**config.mk**
```make
export PLATFORM = sky130hd
export DESIGN_NAME = adc_conv_seq
export DESIGN_NICKNAME = d
export VERILOG_FILES = /design/src/rtl/adc_seq_pkg.sv /design/src/rtl/seq_rate_gen.sv /design/src/rtl/seq_req_gate.sv /design/src/rtl/seq_ctrl_fsm.sv /design/src/rtl/adc_conv_seq.sv
export SDC_FILE = /design/constraint.sdc
export NUM_CORES = 1
export LEC_CHECK = 0
export BUFFER_PORTS_ARGS = -buffer_cell sky130_fd_sc_hd__buf_4
export CAP_MARGIN = 30
export CORE_MARGIN = 2
export CORE_UTILIZATION = 25
export CTS_CLUSTER_DIAMETER = 150
export DETAILED_ROUTE_END_ITERATION = 10
export SLEW_MARGIN = 30
export SYNTH_ARGS = -nofsm -noshare
export SYNTH_HDL_FRONTEND = slang
export SYNTH_SLANG_ARGS = --single-unit
```
**constraint.sdc**
```tcl
create_clock -name clk -period 8.55 [get_ports clk]
set_input_delay 1.71 -clock clk [delete_from_list [all_inputs] [get_ports clk]]
set_output_delay 1.71 -clock clk [all_outputs]
set_load 0.02 [all_outputs]
```
**src/rtl/adc_seq_pkg.sv**
```systemverilog
package adc_seq_pkg;

  typedef enum logic [2:0] {
    ST_IDLE,
    ST_SETUP,
    ST_PULSE,
    ST_WFALL,
    ST_WRISE,
    ST_READ
  } seq_st_e;

  function automatic int max_of(input int a, input int b);
    return (a > b) ? a : b;
  endfunction

  // cycles between launch decision and the convert pulse
  function automatic int lead_cycles(input bit tied, input int setup);
    return tied ? 0 : setup;
  endfunction

  // spacing count at which a queued launch may be issued
  function automatic int launch_threshold(input int spacing, input int lead);
    return spacing - lead - 1;
  endfunction

endpackage

```
**src/rtl/seq_rate_gen.sv**
```systemverilog
module seq_rate_gen #(
  parameter int RATE_CYC = 200
) (
  input  logic clk,
  input  logic rst_n,
  input  logic en,
  output logic tick
);
  localparam int RW = $clog2(RATE_CYC + 1);
  localparam logic [RW-1:0] LAST = RW'(RATE_CYC - 1);

  logic [RW-1:0] cnt;

  assign tick = en && (cnt == LAST);

  always_ff @(posedge clk or negedge rst_n) begin
    if (!rst_n)            cnt <= '0;
    else if (!en || tick)  cnt <= '0;
    else                   cnt <= cnt + 1'b1;
  end

  generate
    if (RATE_CYC > 1) begin : g_gap_chk
      AST_TICK_GAP: assert property (@(posedge clk) disable iff (!rst_n)
        tick |=> !tick);
    end
  endgenerate

endmodule

```
**src/rtl/seq_req_gate.sv**
```systemverilog
module seq_req_gate #(
  parameter int PEND_W      = 4,
  parameter int SPACING_CYC = 125,
  parameter int THRESH      = 123
) (
  input  logic clk,
  input  logic rst_n,
  input  logic req,
  input  logic tick,
  input  logic is_idle,
  input  logic conv_start,
  output logic launch
);
  localparam int SW = $clog2(SPACING_CYC + 1);
  localparam int AW = PEND_W + 2;
  localparam logic [SW-1:0] SP_MAX = SW'(SPACING_CYC);
  localparam logic [SW-1:0] SP_THR = SW'(THRESH);
  localparam logic [AW-1:0] P_MAX  = AW'((1 << PEND_W) - 1);

  logic [PEND_W-1:0] pend;
  logic [SW-1:0]     sp;
  logic [AW-1:0]     sum;

  assign launch = is_idle && (pend != '0) && (sp >= SP_THR);
  assign sum    = AW'(pend) + AW'(req) + AW'(tick) - AW'(launch);

  always_ff @(posedge clk or negedge rst_n) begin
    if (!rst_n) begin
      pend <= '0;
      sp   <= SP_MAX;
    end else begin
      pend <= (sum > P_MAX) ? P_MAX[PEND_W-1:0] : sum[PEND_W-1:0];
      if (conv_start)       sp <= '0;
      else if (sp < SP_MAX) sp <= sp + 1'b1;
    end
  end

  AST_PEND_KEEPS: assert property (@(posedge clk) disable iff (!rst_n)
    (req && !launch && pend != '1) |=> pend != '0);

endmodule

```
**src/rtl/seq_ctrl_fsm.sv**
```systemverilog
module seq_ctrl_fsm
  import adc_seq_pkg::*;
#(
  parameter int DATA_W      = 12,
  parameter bit SEL_TIED    = 1'b0,
  parameter int SETUP_CYC   = 1,
  parameter int PULSE_CYC   = 4,
  parameter int ACCESS_CYC  = 7,
  parameter int FALL_TO_CYC = 15,
  parameter int RISE_TO_CYC = 120
) (
  input  logic                     clk,
  input  logic                     rst_n,
  input  logic                     launch,
  input  logic                     adc_busy,
  input  logic [DATA_W-1:0]        adc_data,
  output logic                     adc_sel_n,
  output logic                     adc_conv_n,
  output logic signed [DATA_W-1:0] sample,
  output logic                     sample_vld,
  output logic                     err,
  output logic                     is_idle,
  output logic                     conv_start,
  output logic                     busy_q
);
  localparam int MAXC = max_of(max_of(SETUP_CYC, PULSE_CYC),
                               max_of(ACCESS_CYC, max_of(FALL_TO_CYC, RISE_TO_CYC)));
  localparam int CW = $clog2(MAXC + 1);
  localparam logic [CW-1:0] SETUP_LIM = CW'(SETUP_CYC - 1);
  localparam logic [CW-1:0] PULSE_LIM = CW'(PULSE_CYC - 1);
  localparam logic [CW-1:0] ACC_LIM   = CW'(ACCESS_CYC - 1);
  localparam logic [CW-1:0] FTO_LIM   = CW'(FALL_TO_CYC - 1);
  localparam logic [CW-1:0] RTO_LIM   = CW'(RISE_TO_CYC - 1);

  seq_st_e        st, st_n;
  logic [CW-1:0]  cnt;
  logic           busy_m;
  logic           to_err, done;

  // two-flop synchronizer for the converter busy line
  always_ff @(posedge clk or negedge rst_n) begin
    if (!rst_n) begin
      busy_m <= 1'b1;
      busy_q <= 1'b1;
    end else begin
      busy_m <= adc_busy;
      busy_q <= busy_m;
    end
  end

  always_comb begin
    st_n   = st;
    to_err = 1'b0;
    done   = 1'b0;
    unique case (st)
      ST_IDLE:  if (launch) st_n = SEL_TIED ? ST_PULSE : ST_SETUP;
      ST_SETUP: if (cnt == SETUP_LIM) st_n = ST_PULSE;
      ST_PULSE: if (cnt == PULSE_LIM) st_n = ST_WFALL;
      ST_WFALL: begin
        if (!busy_q) st_n = ST_WRISE;
        else if (cnt == FTO_LIM) begin st_n = ST_IDLE; to_err = 1'b1; end
      end
      ST_WRISE: begin
        if (busy_q) st_n = ST_READ;
        else if (cnt == RTO_LIM) begin st_n = ST_IDLE; to_err = 1'b1; end
      end
      ST_READ:  if (cnt == ACC_LIM) begin st_n = ST_IDLE; done = 1'b1; end
      default:  st_n = ST_IDLE;
    endcase
  end

  assign conv_start = (st_n == ST_PULSE) && (st != ST_PULSE);
  assign is_idle    = (st == ST_IDLE);
  assign adc_sel_n  = SEL_TIED ? 1'b0 : !((st == ST_PULSE) || (st == ST_READ));
  assign adc_conv_n = !((st == ST_SETUP) || (st == ST_PULSE));

  always_ff @(posedge clk or negedge rst_n) begin
    if (!rst_n) begin
      st         <= ST_IDLE;
      cnt        <= '0;
      err        <= 1'b0;
      sample     <= '0;
      sample_vld <= 1'b0;
    end else begin
      st         <= st_n;
      cnt        <= ((st_n != st) || (st == ST_IDLE)) ? '0 : cnt + 1'b1;
      sample_vld <= done;
      if (to_err) err <= 1'b1;
      if (done)   sample <= $signed(adc_data);
    end
  end

  AST_ERR_STICKY: assert property (@(posedge clk) disable iff (!rst_n)
    err |=> err);
  AST_VLD_SINGLE: assert property (@(posedge clk) disable iff (!rst_n)
    sample_vld |=> !sample_vld);
  AST_ERR_TO_IDLE: assert property (@(posedge clk) disable iff (!rst_n)
    $rose(err) |-> (is_idle && !sample_vld));

endmodule

```
**src/rtl/adc_conv_seq.sv**
```systemverilog
module adc_conv_seq
  import adc_seq_pkg::*;
#(
  parameter int DATA_W      = 12,
  parameter bit SEL_TIED    = 1'b0,
  parameter int SETUP_CYC   = 1,
  parameter int PULSE_CYC   = 4,
  parameter int ACCESS_CYC  = 7,
  parameter int SPACING_CYC = 125,
  parameter int FALL_TO_CYC = 15,
  parameter int RISE_TO_CYC = 120,
  parameter int RATE_CYC    = 200,
  parameter int PEND_W      = 4
) (
  input  logic                     clk,
  input  logic                     rst_n,
  input  logic                     start_req,
  input  logic                     rate_en,
  input  logic                     adc_busy,
  input  logic [DATA_W-1:0]        adc_data,
  output logic                     adc_sel_n,
  output logic                     adc_conv_n,
  output logic signed [DATA_W-1:0] sample,
  output logic                     sample_vld,
  output logic                     err
);
  localparam int LEAD   = lead_cycles(SEL_TIED, SETUP_CYC);
  localparam int THRESH = launch_threshold(SPACING_CYC, LEAD);

  logic tick, launch, is_idle, conv_start, busy_q;

  seq_rate_gen #(.RATE_CYC(RATE_CYC)) u_rate (
    .clk(clk), .rst_n(rst_n), .en(rate_en), .tick(tick)
  );

  seq_req_gate #(.PEND_W(PEND_W), .SPACING_CYC(SPACING_CYC), .THRESH(THRESH)) u_gate (
    .clk(clk), .rst_n(rst_n), .req(start_req), .tick(tick),
    .is_idle(is_idle), .conv_start(conv_start), .launch(launch)
  );

  seq_ctrl_fsm #(
    .DATA_W(DATA_W), .SEL_TIED(SEL_TIED), .SETUP_CYC(SETUP_CYC),
    .PULSE_CYC(PULSE_CYC), .ACCESS_CYC(ACCESS_CYC),
    .FALL_TO_CYC(FALL_TO_CYC), .RISE_TO_CYC(RISE_TO_CYC)
  ) u_fsm (
    .clk(clk), .rst_n(rst_n), .launch(launch), .adc_busy(adc_busy),
    .adc_data(adc_data), .adc_sel_n(adc_sel_n), .adc_conv_n(adc_conv_n),
    .sample(sample), .sample_vld(sample_vld), .err(err),
    .is_idle(is_idle), .conv_start(conv_start), .busy_q(busy_q)
  );

  // port-level observation of conversion starts for the checks below
  localparam int GW = $clog2(SPACING_CYC + 1);
  localparam int PW = $clog2(PULSE_CYC + 2);
  localparam logic [GW-1:0] GAP_MAX = GW'(SPACING_CYC);
  localparam logic [PW-1:0] RUN_MAX = PW'(PULSE_CYC + 1);
  localparam logic [PW-1:0] RUN_EXP = PW'(PULSE_CYC);

  logic both_low, prev_both, port_start;
  logic [GW-1:0] gap;
  logic [PW-1:0] run;

  assign both_low   = !adc_sel_n && !adc_conv_n;
  assign port_start = both_low && !prev_both;

  always_ff @(posedge clk or negedge rst_n) begin
    if (!rst_n) begin
      prev_both <= 1'b0;
      gap       <= GAP_MAX;
      run       <= '0;
    end else begin
      prev_both <= both_low;
      if (port_start)         gap <= GW'(1);
      else if (gap < GAP_MAX) gap <= gap + 1'b1;
      if (!both_low)          run <= '0;
      else if (run < RUN_MAX) run <= run + 1'b1;
    end
  end

  AST_START_SPACING: assert property (@(posedge clk) disable iff (!rst_n)
    port_start |-> (gap >= GAP_MAX));
  AST_PULSE_LEN: assert property (@(posedge clk) disable iff (!rst_n)
    (prev_both && !both_low) |-> (run == RUN_EXP));
  AST_READ_AFTER_BUSY: assert property (@(posedge clk) disable iff (!rst_n)
    (!SEL_TIED && $fell(adc_sel_n) && adc_conv_n) |-> busy_q);

  generate
    if (!SEL_TIED) begin : g_sel_chk
      AST_SEL_LAST: assert property (@(posedge clk) disable iff (!rst_n)
        port_start |-> ($past(!adc_conv_n) && $past(adc_sel_n)));
      AST_BUS_QUIET: assert property (@(posedge clk) disable iff (!rst_n)
        (adc_conv_n && !busy_q) |-> adc_sel_n);
    end
  endgenerate

endmodule

```
* Yosys cells after proc, flatten, opt, wreduce, memory -nomap -nowiden
Cells that the tools add are included.
Word-level totals: bits of input ports 17, flip-flop bits (word level) 45, word-level logic and storage cells 68, output and inout bits 16
Operators by class: $lt $le $gt $ge 3, equal/unequal tests 13, reductions and logical operators 15, mux-type cells 21, $add $sub $neg 6
Operators by type and width (number):
- $mux 3 | 8
- $mux 7 | 3
- $pmux 3 s6 | 1
- $add 7x1->7 const B | 2
- $eq 3x2->1 const B | 3
- $add 8x1->8 const B | 1
- $eq 8x8->1 const B | 1
- $mux 8 | 1
- $eq 7x2->1 const B | 1
- $eq 7x3->1 const B | 1
- $eq 7x4->1 const B | 1
- $eq 7x7->1 const B | 1
- $ge 7x7->1 const B | 1
- $logic_not 7->1 | 1
- $lt 7x7->1 const B | 1
- $add 6x1->6 | 1
- $eq 3x3->1 const B | 2
- $gt 6x4->1 const B | 1
- $mux 1 | 6
- $sub 6x1->6 | 1
- $add 4x1->5 | 1
- $logic_and 1x1->1 | 4
- $logic_or 1x1->1 | 4
- $mux 4 | 1
- other kinds (8) | 10

* Longest topological paths before layout
Gate-level depths: netlist of run 1.
depth after elaboration 8, mapped depth 13, mapped depth without buffers 13

* Cells and area by module
Synthesis of run 1 repeated with hierarchy kept, for this count alone.
Unflattened totals: cells, all modules 241, area, all modules 2509.9 um^2
By module, submodules not included:
- seq_ctrl_fsm | cells an instance 114, instances 1, sequential area each 653.1 um^2, area each 1275.0 um^2
- seq_req_gate | cells an instance 88, instances 1, sequential area each 282.8 um^2, area each 827.0 um^2
- seq_rate_gen | cells an instance 39, instances 1, sequential area each 200.2 um^2, area each 407.9 um^2

* Worst setup path before layout of run 1
Ideal clock, no wire load.
kind input port to flip-flop, from input port start_req, to register u_gate.pend[1], path buffers 0, library setup time 127 ps, arrival time 3612 ps, slack 4810 ps, cell stages on the path 9, required time 8423 ps, path through ha_1 -> ha_1 -> inv_1 -> fa_1 -> a21o_1 -> a211oi_1 -> a31o_2 -> a311oi_1 -> or2_2
Between the ends: cells in the longest elaborated chain, start to end 5
Ends and longest elaborated chain:
- start: declaration | RTL line adc_conv_seq.sv:17 | input logic start_req,
- $add 4x1->5 (*) | RTL line seq_req_gate.sv:25 | assign sum = AW'(pend) + AW'(req) + AW'(tick) - AW'(launch);
- $add 6x1->6 (*) | RTL line seq_req_gate.sv:25
- $sub 6x1->6 (*) | RTL line seq_req_gate.sv:25
- $gt 6x4->1 | RTL line seq_req_gate.sv:32 | pend <= (sum > P_MAX) ? P_MAX[PEND_W-1:0] : sum[PEND_W-1:0];
- $mux 4 (*) | RTL line seq_req_gate.sv:32
- end signal: assignment | RTL line seq_req_gate.sv:32
- end: declaration | RTL line seq_req_gate.sv:20 | logic [PEND_W-1:0] pend;
Mark *: on every way between the ends. The rest lies on a longest branch, timed or not. A chain may end at the register's enable or synchronous reset.

* Worst setup path in the final report of run 1
from input port start_req, to register u_gate.pend[0]
Same word-level chain as after synthesis.

==> metrics.md, run 1 <==
| Metric | Value |
|---|---|
| Ant. Diodes | 0 |
| Num ports | 33 |
| Largest family of logic cells by synthesized area | simple AND/OR/NAND/NOR gates |
| ANT nets after route | 0 |
| VDD IR-drop max | 0.07423 mV |
| Cells after Synth | 243 |
| Final Max Tran Viols | 0 |
| Pre-CTS setup slack | 4.531 ns |
| RSZ-0062 raised after global routing | false |
| Die extent in y | 104.3 um |
| Worst r2r dst | u_gate.pend[0] |
| Fin worst setup slack | 4.848 ns |
| Drt pass-1 iters | 4 |
| Final min period | 3.702 ns |
| Post-synth top area share | 0.3682 |
| # rows | 36 |
| CP bufs+invs | 2 |
| CP Class | in -> reg |
| Post-synth top flop | dfrtp_1 |
| Maximum fanout along the worst path | 5 |
| Fin. Hold Viols | 0 |
| Distinct cells, synth | 53 |
| Critical-path top delay cell | a311oi_1 |
| LEAKAGE | 1.320 nW |
| Post-Synth Simple-Gate Area | 0.2169 |
| Worst path cell trace | buf_4 > ha_1 > ha_1 > xor2_1 > inv_1 > ha_1 > a21o_1 > a211oi_1 > a31o_2 > a311oi_1 > or2_2 |
| Slowest stage delay, CP | 0.42 ns |
| Overall routing resource usage | 0.09265 |
| #FFs+latches synth | 45 |
| Vias in the first global route | 1,855 |
| EDFF count, synth | 0 |
| Most frequent cells in the layout | dfrtp_1, buf_4, nor2_1 |
| Maximum operating frequency | 270.1 MHz |
| Layout net count | 304 |
| Most used cell, CP | ha_1 |
| Power Dens Cells | 164.2 nW/um^2 |
| CTS tree | yes |
| Synth Area in Adders | 0.07264 |
| Slew @ Worst Pin | 0.6605 ns |
| Largest net degree at the start of global routing | 46 |
| Clk buf depth | 2 |
| Register area share after synthesis | 0.4517 |
| Worst flop-to-flop path startpoint | u_fsm.st[0] |
| Setup Buffers After CTS | 0 |
| Hold/Removal Path Class | reg -> reg |
| Total grt overflow | 0 |
| Hold EP | u_fsm.busy_q |
| Placer Congestion | 0.7708 |
| Synth top area cells | dfrtp_1, dfstp_2, ha_1 |
| Drt via density | 4.671 |
| I/O Buffers | 32 |
| Layout Skew | 0.01426 ns |
| DP Wirelength | 3529 um |
| Avg Cell Area, Syn | 10.35 um^2 |
| Die area | 10,880 um^2 |
| Clock Pin Slew Worst Setup and Hold Paths | 0.09 ns |
| Syn. warnings | 0 |
| Max cap viols | 0 |
| FF-to-FF path depth | 11 |
| Synth Area in XOR/XNOR | 0.05224 |
| Cell family with most CP delay | compound AO/OA/AOI/OAI gates |
| Final wirelength | 4892 um |
| Initial antenna violation count | 0 |
| Clock sink count | 45 |
| Worst EP required | 8.80 ns |
| Commonest non-fill, non-tap cell in the layout | dfrtp_1 |
| HP Start | u_fsm.busy_m |
| DR WL/cell | 12.02 um |
| Via count | 1,901 |
| Final setup violation count | 0 |
| Syn_nets | 274 |
| Crit end category | flip-flop |
| TritonCTS buffer count | 5 |
| Filler cells | 1,018 |
| Core area | 9774 um^2 |
| Post-synthesis mux area share | 0.05373 |
| Root Driver | clkbuf_8 |
| Ys async rst share | 1.000 |
| Final Cycle Share | 0.4329 |
| Hold-fix buffers, CTS | 0 |
| Initial drt markers | 137 |
| Clock H-tree levels | 2 |
| Area growth, synth to finish | 17.41% |
| Setup slack, reg-to-reg | 5.10 ns |
| CP arrival | 3.95 ns |
| Cell area after synthesis | 2515 um^2 |
| Outcome | completed |
| Initial Util | 0.2573 |
| Slew Limit Headroom | 0.5560 |
| Startpoint types | input pin |
| Chip Width | 104.3 um |
| Post-synthesis compound-gate area fraction | 0.1114 |
| Hold depth | 0 |
| Proportion of layout cells with a drive suffix above 1 | 0.2628 |
| DRC errors left | 0 |
| Crit path launch | start_req |
| Post_cts resized | 0 |
| Post-synth top area cell | dfrtp_1 |
| Worst skew pair latency | 0.30 ns |
| First-pass GRT wire length | 8445 um |
| Final setup TNS | 0 ns |
==> sequential cells by signal, indices dropped and copies added (netlist names) <==
register	count
u_fsm.busy_m	1
u_rate.cnt	8
u_fsm.sample	12
u_fsm.st	3
u_fsm.sample_vld	1
u_fsm.cnt	7
u_gate.pend	4
u_fsm.busy_q	1
u_fsm.err	1
u_gate.sp	7
==> kinds of logic (layout without fill, tap and decap cells) <==
kind of cell             after synthesis  count (layout)
AO/OA/AOI/OAI                         39              39
XOR/XNOR                              15              15
adder cells (fa/ha/maj)               14              14
buffers and inverters                 20              51
flip-flops                            45              45
multiplexers                          12              12
AND/OR/NAND/NOR                       98              98
==> metal layers <==
layer	up-vias	global-route usage	share of wire
met1	931	0.1159	0.48
met5	-	0	0
met3	8	0.02068	0.037
li1	922	-	-
met4	0	0.03378	0.018
met2	40	0.1559	0.46
==> worst reg2reg max path, stage by stage (launching register included) <==
cell,delay [ns]
dfrtp_1,0.56
or3_1,0.45
nor4_2,0.45
ha_1,0.21
inv_1,0.04
ha_1,0.21
fa_1,0.40
a21o_1,0.22
a211oi_1,0.24
a31o_2,0.13
a311oi_1,0.13
or2_2,0.30
==> how the worst max path moves through the flow <==
stage	endpoint	slack, ns	cells after the start
finish	u_gate.pend[0]	4.85	11
global route	u_gate.pend[0]	4.65	11
CTS	u_gate.pend[1]	4.85	11
detailed placement	u_gate.pend[1]	4.53	11
global placement	u_gate.pend[1]	4.61	9
floorplan	u_gate.pend[1]	4.81	9
==> power breakdown <==
group          internal (mW)  total, mW  switching, mW
clock                 0.0577      0.132         0.0743
combinational         0.0580      0.129         0.0706
sequential             0.220      0.224        0.00486
total                  0.335      0.485          0.150
==> final cells by class <==
class                           count  area [um^2]  area share
Clock buffer                        6        72.57     0.02458
Clock inverter                      2        15.01    0.005085
Inverter                           11        41.29     0.01398
Multi-Input combinational cell    178         1281      0.4339
Sequential cell                    45         1136      0.3847
Tap cell                          133        166.4     0.05636
Timing Repair Buffer               32        240.2     0.08136
==> cells in the mapped netlist, types with 2 or more instances <==
cell type  instances
nor3b_1            4
buf_2              3
dfstp_2            8
a21oi_1            9
a41o_2             2
nor3_1            14
and3_1             4
inv_1             11
o21a_1             2
ha_1              13
nor2_1            19
nand3b_1           3
clkbuf_1           3
nor2b_1            2
or3_1              2
buf_6              2
nand2b_1           6
a211oi_1           3
o21ai_0            6
or2_2              3
nand4_1            2
xor2_1             7
and4_1             2
xnor2_1            8
nor4_1             4
nand2_1           15
nand3_1            9
o41ai_1            2
a21o_1             4
dfrtp_1           37
mux2_2            12
==> per-stage QoR <==
| step | utilization | instance area (um^2) | instances | total power [mW] | hold WS (ns) |
|---|---|---|---|---|---|
| after floorplan | - | 2515 | 243 | 0.3226 | 0.3452 |
| after global placement | 0.2925 | 2859 | 399 | 0.3483 | 0.3460 |
| after detailed placement | 0.2931 | 2865 | 399 | 0.3551 | 0.3475 |
| after CTS | 0.3021 | 2953 | 407 | 0.4911 | 0.3609 |
| after global routing | 0.3021 | 2953 | 407 | 0.5222 | 0.3652 |
| final | 0.3021 | 2953 | 407 | 0.4850 | 0.3594 |
Note: power is estimated with default switching activity, not from simulation.
==> run 2: changes to the inputs <==
--- a/config.mk
+++ b/config.mk
@@ -5,6 +5,7 @@
 export SDC_FILE = /design/constraint.sdc
 export NUM_CORES = 1
 export LEC_CHECK = 0
+export ABC_AREA = 1
 export BUFFER_PORTS_ARGS = -buffer_cell sky130_fd_sc_hd__buf_4
 export CAP_MARGIN = 30
 export CORE_MARGIN = 2
==> constraint.sdc (replaced) <==
create_clock -name clk -period 3.68 [get_ports clk]
set_input_delay 0.736 -clock clk [delete_from_list [all_inputs] [get_ports clk]]
set_output_delay 0.736 -clock clk [all_outputs]
set_load 0.02 [all_outputs]
==> metrics.md, run 2 <==
| Metric | Value |
|---|---|
| Top Registers | u_fsm.sample (12), u_rate.cnt (8) |
| ANT nets after route | 0 |
| Via count | 1,944 |
| Clock sink count | 45 |
| Switching Fraction | 0.2790 |
| Total grt overflow | 0 |
| CP Class | reg -> reg |
| Slew @ Worst Pin | 0.5609 ns |
| Worst EP required | 3.85 ns |
| Initial drt markers | 80 |
| TritonCTS buffer count | 5 |
| Placer Congestion | 0.8409 |
| Core area | 9729 um^2 |
| Setup slack, reg-to-reg | 0.92 ns |
| CTS tree | yes |
| Biggest register | u_fsm.sample |
| EDFF count, synth | 0 |
| Startpoint types | flip-flop |
| Syn. warnings | 0 |
| Ys async rst share | 1.000 |
| Distinct cells, synth | 31 |
| Most frequent cells in the layout | nand2_1, inv_1, dfrtp_1 |
| Drt via density | 4.145 |
| Maximum fanout along the worst path | 5 |
| Layout Skew | 0.009062 ns |
| Post-synth top area share | 0.3724 |
| Proportion of layout cells with a drive suffix above 1 | 0.2440 |
| Die area | 10,760 um^2 |
| DRC errors left | 0 |
| Most frequent cell after synthesis | nand2_1 |
| Chip Width | 103.7 um |
| Num ports | 33 |
| DP Wirelength | 3705 um |
| Flop pwr share | 0.417 |
| Net Switching | 351.4 uW |
| Final wirelength | 4824 um |
| Root Driver | clkbuf_8 |
| Die extent in y | 103.7 um |
| Vias in the first global route | 2,007 |
| Pre-CTS setup slack | 0.8581 ns |
| Final Cycle Share | 0.7488 |
| Post_cts resized | 0 |
| Maximum operating frequency | 362.9 MHz |
| Commonest non-fill, non-tap cell in the layout | nand2_1 |
| Ant. Diodes | 0 |
| Clock H-tree levels | 2 |
| Fin Hold WS | 0.3589 ns |
| Initial antenna violation count | 0 |
| Hold/Removal Path Class | reg -> reg |
| Fin. Hold Viols | 0 |
| Layout net count | 366 |
| Initial Util | 0.2555 |
| Area growth, synth to finish | 21.09% |
| Crit end category | flip-flop |
| Clk buf depth | 2 |
| Post-synth top flop | dfrtp_1 |
| Internal power | 908.2 uW |
| Final setup violation count | 0 |
| Hold-fix buffers, CTS | 0 |
| Syn_nets | 330 |
| Fin worst setup slack | 0.9245 ns |
| Final setup TNS | 0 ns |
| Setup Buffers After CTS | 0 |
| #FFs+latches synth | 45 |
| LEAKAGE | 1.458 nW |
| Final Max Tran Viols | 0 |
| Cells after Synth | 299 |
| Max cap viols | 0 |
| Drt pass-1 iters | 4 |
| Power Dens Cells | 418.4 nW/um^2 |
| Max reg flops | 12 |
| Outcome | completed |
| DR WL/cell | 10.29 um |
| Clock Pin Slew Worst Setup and Hold Paths | 0.09 ns |
| # rows | 36 |
| Clock network power share | 0.349 |
| Final min period | 2.755 ns |
| Worst skew pair latency | 0.30 ns |
| Top cells by count, synth | nand2_1, inv_1, dfrtp_1, nand3_1, nor2_1 |
| Comb pwr share | 0.234 |
| Synth top area cells | dfrtp_1, nand2_1, dfstp_2 |
| CP arrival | 2.92 ns |
| I/O Buffers | 32 |
| Post-synth top area cell | dfrtp_1 |
| Slew Limit Headroom | 0.6261 |
| RSZ-0062 raised after global routing | false |
| Overall routing resource usage | 0.09768 |
| Largest net degree at the start of global routing | 46 |
| VDD IR-drop max | 0.1535 mV |
| Register area share after synthesis | 0.4570 |
| Cell area after synthesis | 2486 um^2 |
| First-pass GRT wire length | 8811 um |
| Avg Cell Area, Syn | 8.315 um^2 |
## run 2: logic make-up after synthesis
family / synth area share
fa+ha+maj: 0.07348
buf+inv: 0.07599
flops: 0.4570
compound gates: 0.03120
xor+xnor: 0.04580
simple gates: 0.3166
## run 2: final timing paths
check / from / end / cells past startpoint
worst min register to register: u_fsm.busy_m / u_fsm.busy_q / 0
worst min-delay path: u_fsm.busy_m / u_fsm.busy_q / 0
min in group asynchronous: rst_n / u_fsm.st[2] / 1
worst max register to register: u_gate.sp[0] / u_gate.pend[0] / 14
max in group asynchronous: rst_n / u_gate.sp[0] / 1
worst max-delay path: u_gate.sp[0] / u_gate.pend[0] / 14
## run 2: power by group through the flow
| stage | combinational [mW] | clock (mW) | sequential, mW |
|---|---|---|---|
| 6_report | 0.295 | 0.439 | 0.525 |
| 5_1_grt | 0.347 | 0.482 | 0.528 |
| 4_1_cts | 0.301 | 0.456 | 0.526 |
| 3_5_place_dp | 0.299 | 0 | 0.536 |
| 3_3_place_gp | 0.292 | 0 | 0.535 |
| 2_1_floorplan | 0.232 | 0 | 0.532 |
## run 2: layer usage
layer / share of wire / global-route usage
met5: 0 / 0
met4: 0.0091 / 0.02606
met3: 0.030 / 0.02329
met2: 0.51 / 0.1750
met1: 0.45 / 0.1171
## run 2: worst max-delay path: stages (launching register included)
cell,delay [ns]
dfstp_2,0.57
ha_1,0.19
inv_1,0.06
nand3_1,0.08
nand3_1,0.07
nor2_1,0.20
ha_1,0.17
inv_1,0.04
ha_1,0.21
fa_1,0.41
a21oi_1,0.15
o21ai_0,0.12
xor2_1,0.16
inv_1,0.11
nand3b_1,0.09
## run 2: per-stage QoR
stage / util / total power [mW] / area, um^2 / std cells
2_1_floorplan: - / 0.7642 / 2486 / 299
3_3_place_gp: 0.2957 / 0.8277 / 2877 / 461
3_5_place_dp: 0.2957 / 0.8346 / 2877 / 461
4_1_cts: 0.3094 / 1.283 / 3010 / 469
5_1_grt: 0.3094 / 1.357 / 3010 / 469
6_report: 0.3094 / 1.260 / 3010 / 469
## run 2: cell type report
cell class,count,area (um^2)
clock inverters,3,65.06
well taps,133,166.4
repair buffers,32,240.2
inverters,46,172.7
multi-input cells,205,1161
clock buffers,5,68.82
flip-flops and latches,45,1136
fillers,1078,6719
==> run 3: changes to the inputs <==
==> constraint.sdc (replaced) <==
create_clock -name clk -period 2.3 [get_ports clk]
set_input_delay 0.46 -clock clk [delete_from_list [all_inputs] [get_ports clk]]
set_output_delay 0.46 -clock clk [all_outputs]
set_load 0.02 [all_outputs]
==> metrics.md, run 3 (synthesis gave the netlist of run 2 again) <==
| Metric | Value |
|---|---|
| Initial Util | 0.2555 |
| Overall routing resource usage | 0.09551 |
| Root Driver | clkbuf_8 |
| Final non-filler cell total | 500 |
| Hold/Removal Path Class | in -> async |
| CP arrival | 2.63 ns |
| Top Registers | u_fsm.sample (12), u_rate.cnt (8) |
| Drt pass-1 iters | 4 |
| Clk buf depth | 2 |
| Max cap viols | 0 |
| Power, Total | 1.917 mW |
| RSZ-0062 raised after global routing | true |
| LEAKAGE | 1.581 nW |
| Clock Pin Slew Worst Setup and Hold Paths | 0.08 ns |
| Startpoint types | flip-flop |
| CTS tree | yes |
| ANT nets after route | 0 |
| Post-Place Cells | 490 |
| Layout Utilization | 0.3354 |
| Register Area | 1136 um^2 |
| Multi-input gate area | 1227 um^2 |
| Slowest stage delay, CP | 0.36 ns |
| Cell family with most CP delay | adder cells |
| Total grt overflow | 0 |
| Final Max Tran Viols | 0 |
| DR WL/cell | 9.666 um |
| Fin. Hold Viols | 0 |
| CP bufs+invs | 2 |
| Num ports | 33 |
| Area growth, synth to finish | 31.25% |
| Pre-CTS setup slack | -0.2151 ns |
| Layout net count | 397 |
| Fin Hold WS | 0.1482 ns |
| Final min period | 2.467 ns |
| Fin worst setup slack | -0.1675 ns |
| Maximum fanout along the worst path | 4 |
| Worst skew pair latency | 0.29 ns |
| Most frequent cells in the layout | nand2_1, buf_4, dfrtp_1 |
| Ant. Diodes | 0 |
| Placed Area | 3129 um^2 |
| Failing checks | setup timing |
| Die extent in y | 103.7 um |
| CP Class | reg -> reg |
| Slew Limit Headroom | 0.6227 |
| Clock sink count | 45 |
| GR met1 Demand/Resource | 0.1222 |
| DRC errors left | 0 |
| First-pass GRT wire length | 8742 um |
| Filler cells | 1,064 |
| Final setup TNS | -0.6619 ns |
| Biggest register | u_fsm.sample |
| Largest net degree at the start of global routing | 46 |
| Via count | 2,050 |
| Layout Skew | 0.009577 ns |
| Maximum operating frequency | 405.3 MHz |
| Placer Congestion | 0.7887 |
| Initial antenna violation count | 0 |
| Final Cycle Share | 1.073 |
| I/O Buffers | 32 |
| Slew @ Worst Pin | 0.5659 ns |
| Initial drt markers | 85 |
| M3 GR Usage | 0.01699 |
| Final wirelength | 4833 um |
| Power Dens Cells | 587.4 nW/um^2 |
| Worst EP required | 2.46 ns |
| Crit end category | flip-flop |
| Critical-path top delay cell | dfrtp_1 |
| Die area | 10,760 um^2 |
| Commonest non-fill, non-tap cell in the layout | nand2_1 |
| DP Wirelength | 3820 um |
| Drt via density | 4.100 |
| Worst path cell trace | ha_2 > nand3_2 > nor4_4 > nand2_1 > ha_1 > inv_2 > ha_4 > fa_2 > a21oi_2 > o21ai_1 > xor2_1 > inv_1 > nand3_1 |
| VDD IR-drop max | 0.2704 mV |
| Cell area after layout | 3263 um^2 |
| GR Util met2 | 0.1651 |
| Final setup violation count | 4 |
| # rows | 36 |
| Vias in the first global route | 2,015 |
| Max reg flops | 12 |
| Core area | 9729 um^2 |
| Chip Width | 103.7 um |
| TritonCTS buffer count | 5 |
| Proportion of layout cells with a drive suffix above 1 | 0.3379 |
| Clock H-tree levels | 2 |
| GRT busiest layer | met2 |
| Outcome | finished, violations left |
[run 3: worst register-to-register path: stages (launching register included)]
cell	delay, ns
dfrtp_1	0.36
ha_2	0.19
nand3_2	0.08
nor4_4	0.21
nand2_1	0.09
ha_1	0.29
inv_2	0.04
ha_4	0.15
fa_2	0.34
a21oi_2	0.15
o21ai_1	0.09
xor2_1	0.14
inv_1	0.12
nand3_1	0.08
[run 3: path summary, 6_finish.rpt]
| path | startpoint | end | slack, ns | depth (start not counted) |
|---|---|---|---|---|
| max reg2reg | u_rate.cnt[0] | u_gate.pend[3] | -0.17 | 13 |
| min | rst_n | u_gate.pend[1] | 0.15 | 1 |
| max in group asynchronous | rst_n | u_fsm.sample[6] | 1.76 | 1 |
| min reg2reg | u_fsm.busy_m | u_fsm.busy_q | 0.36 | 0 |
| max | u_rate.cnt[0] | u_gate.pend[3] | -0.17 | 13 |
| min in group clk | adc_busy | u_fsm.busy_m | 0.27 | 1 |
[run 3: repair_timing]
| item | CTS | global route |
|---|---|---|
| setup endpoints to repair | 4 | 4 |
| pin swaps | 0 | 9 |
| hold buffers | 0 | 0 |
| resized for setup | 0 | 6 |
| buffers inserted | 1 | 1 |
| hold endpoints to repair | 0 | 0 |
[run 3: cell type report]
cell class	count	area share
clock buffer	6	0.02224
clock inverter	2	0.004601
inverter	46	0.05291
multi-input combinational	205	0.3762
sequential	45	0.3482
tap	133	0.05100
timing repair buffer	63	0.1449
[run 3: layer usage]
metal / vias to the layer above / share of wire
met1: 935 / 0.47
met4: 0 / 0.015
met2: 30 / 0.48
li1: 1078 / -
met3: 7 / 0.026
met5: - / 0
[run 3: report_power, final]
part	leakage (nW)	internal, mW	switching [mW]	total (mW)
Clock	0.0374	0.214	0.271	0.485
Sequential	0.518	0.821	0.0154	0.837
Combinational	1.03	0.277	0.318	0.595
Total	1.58	1.31	0.604	1.92
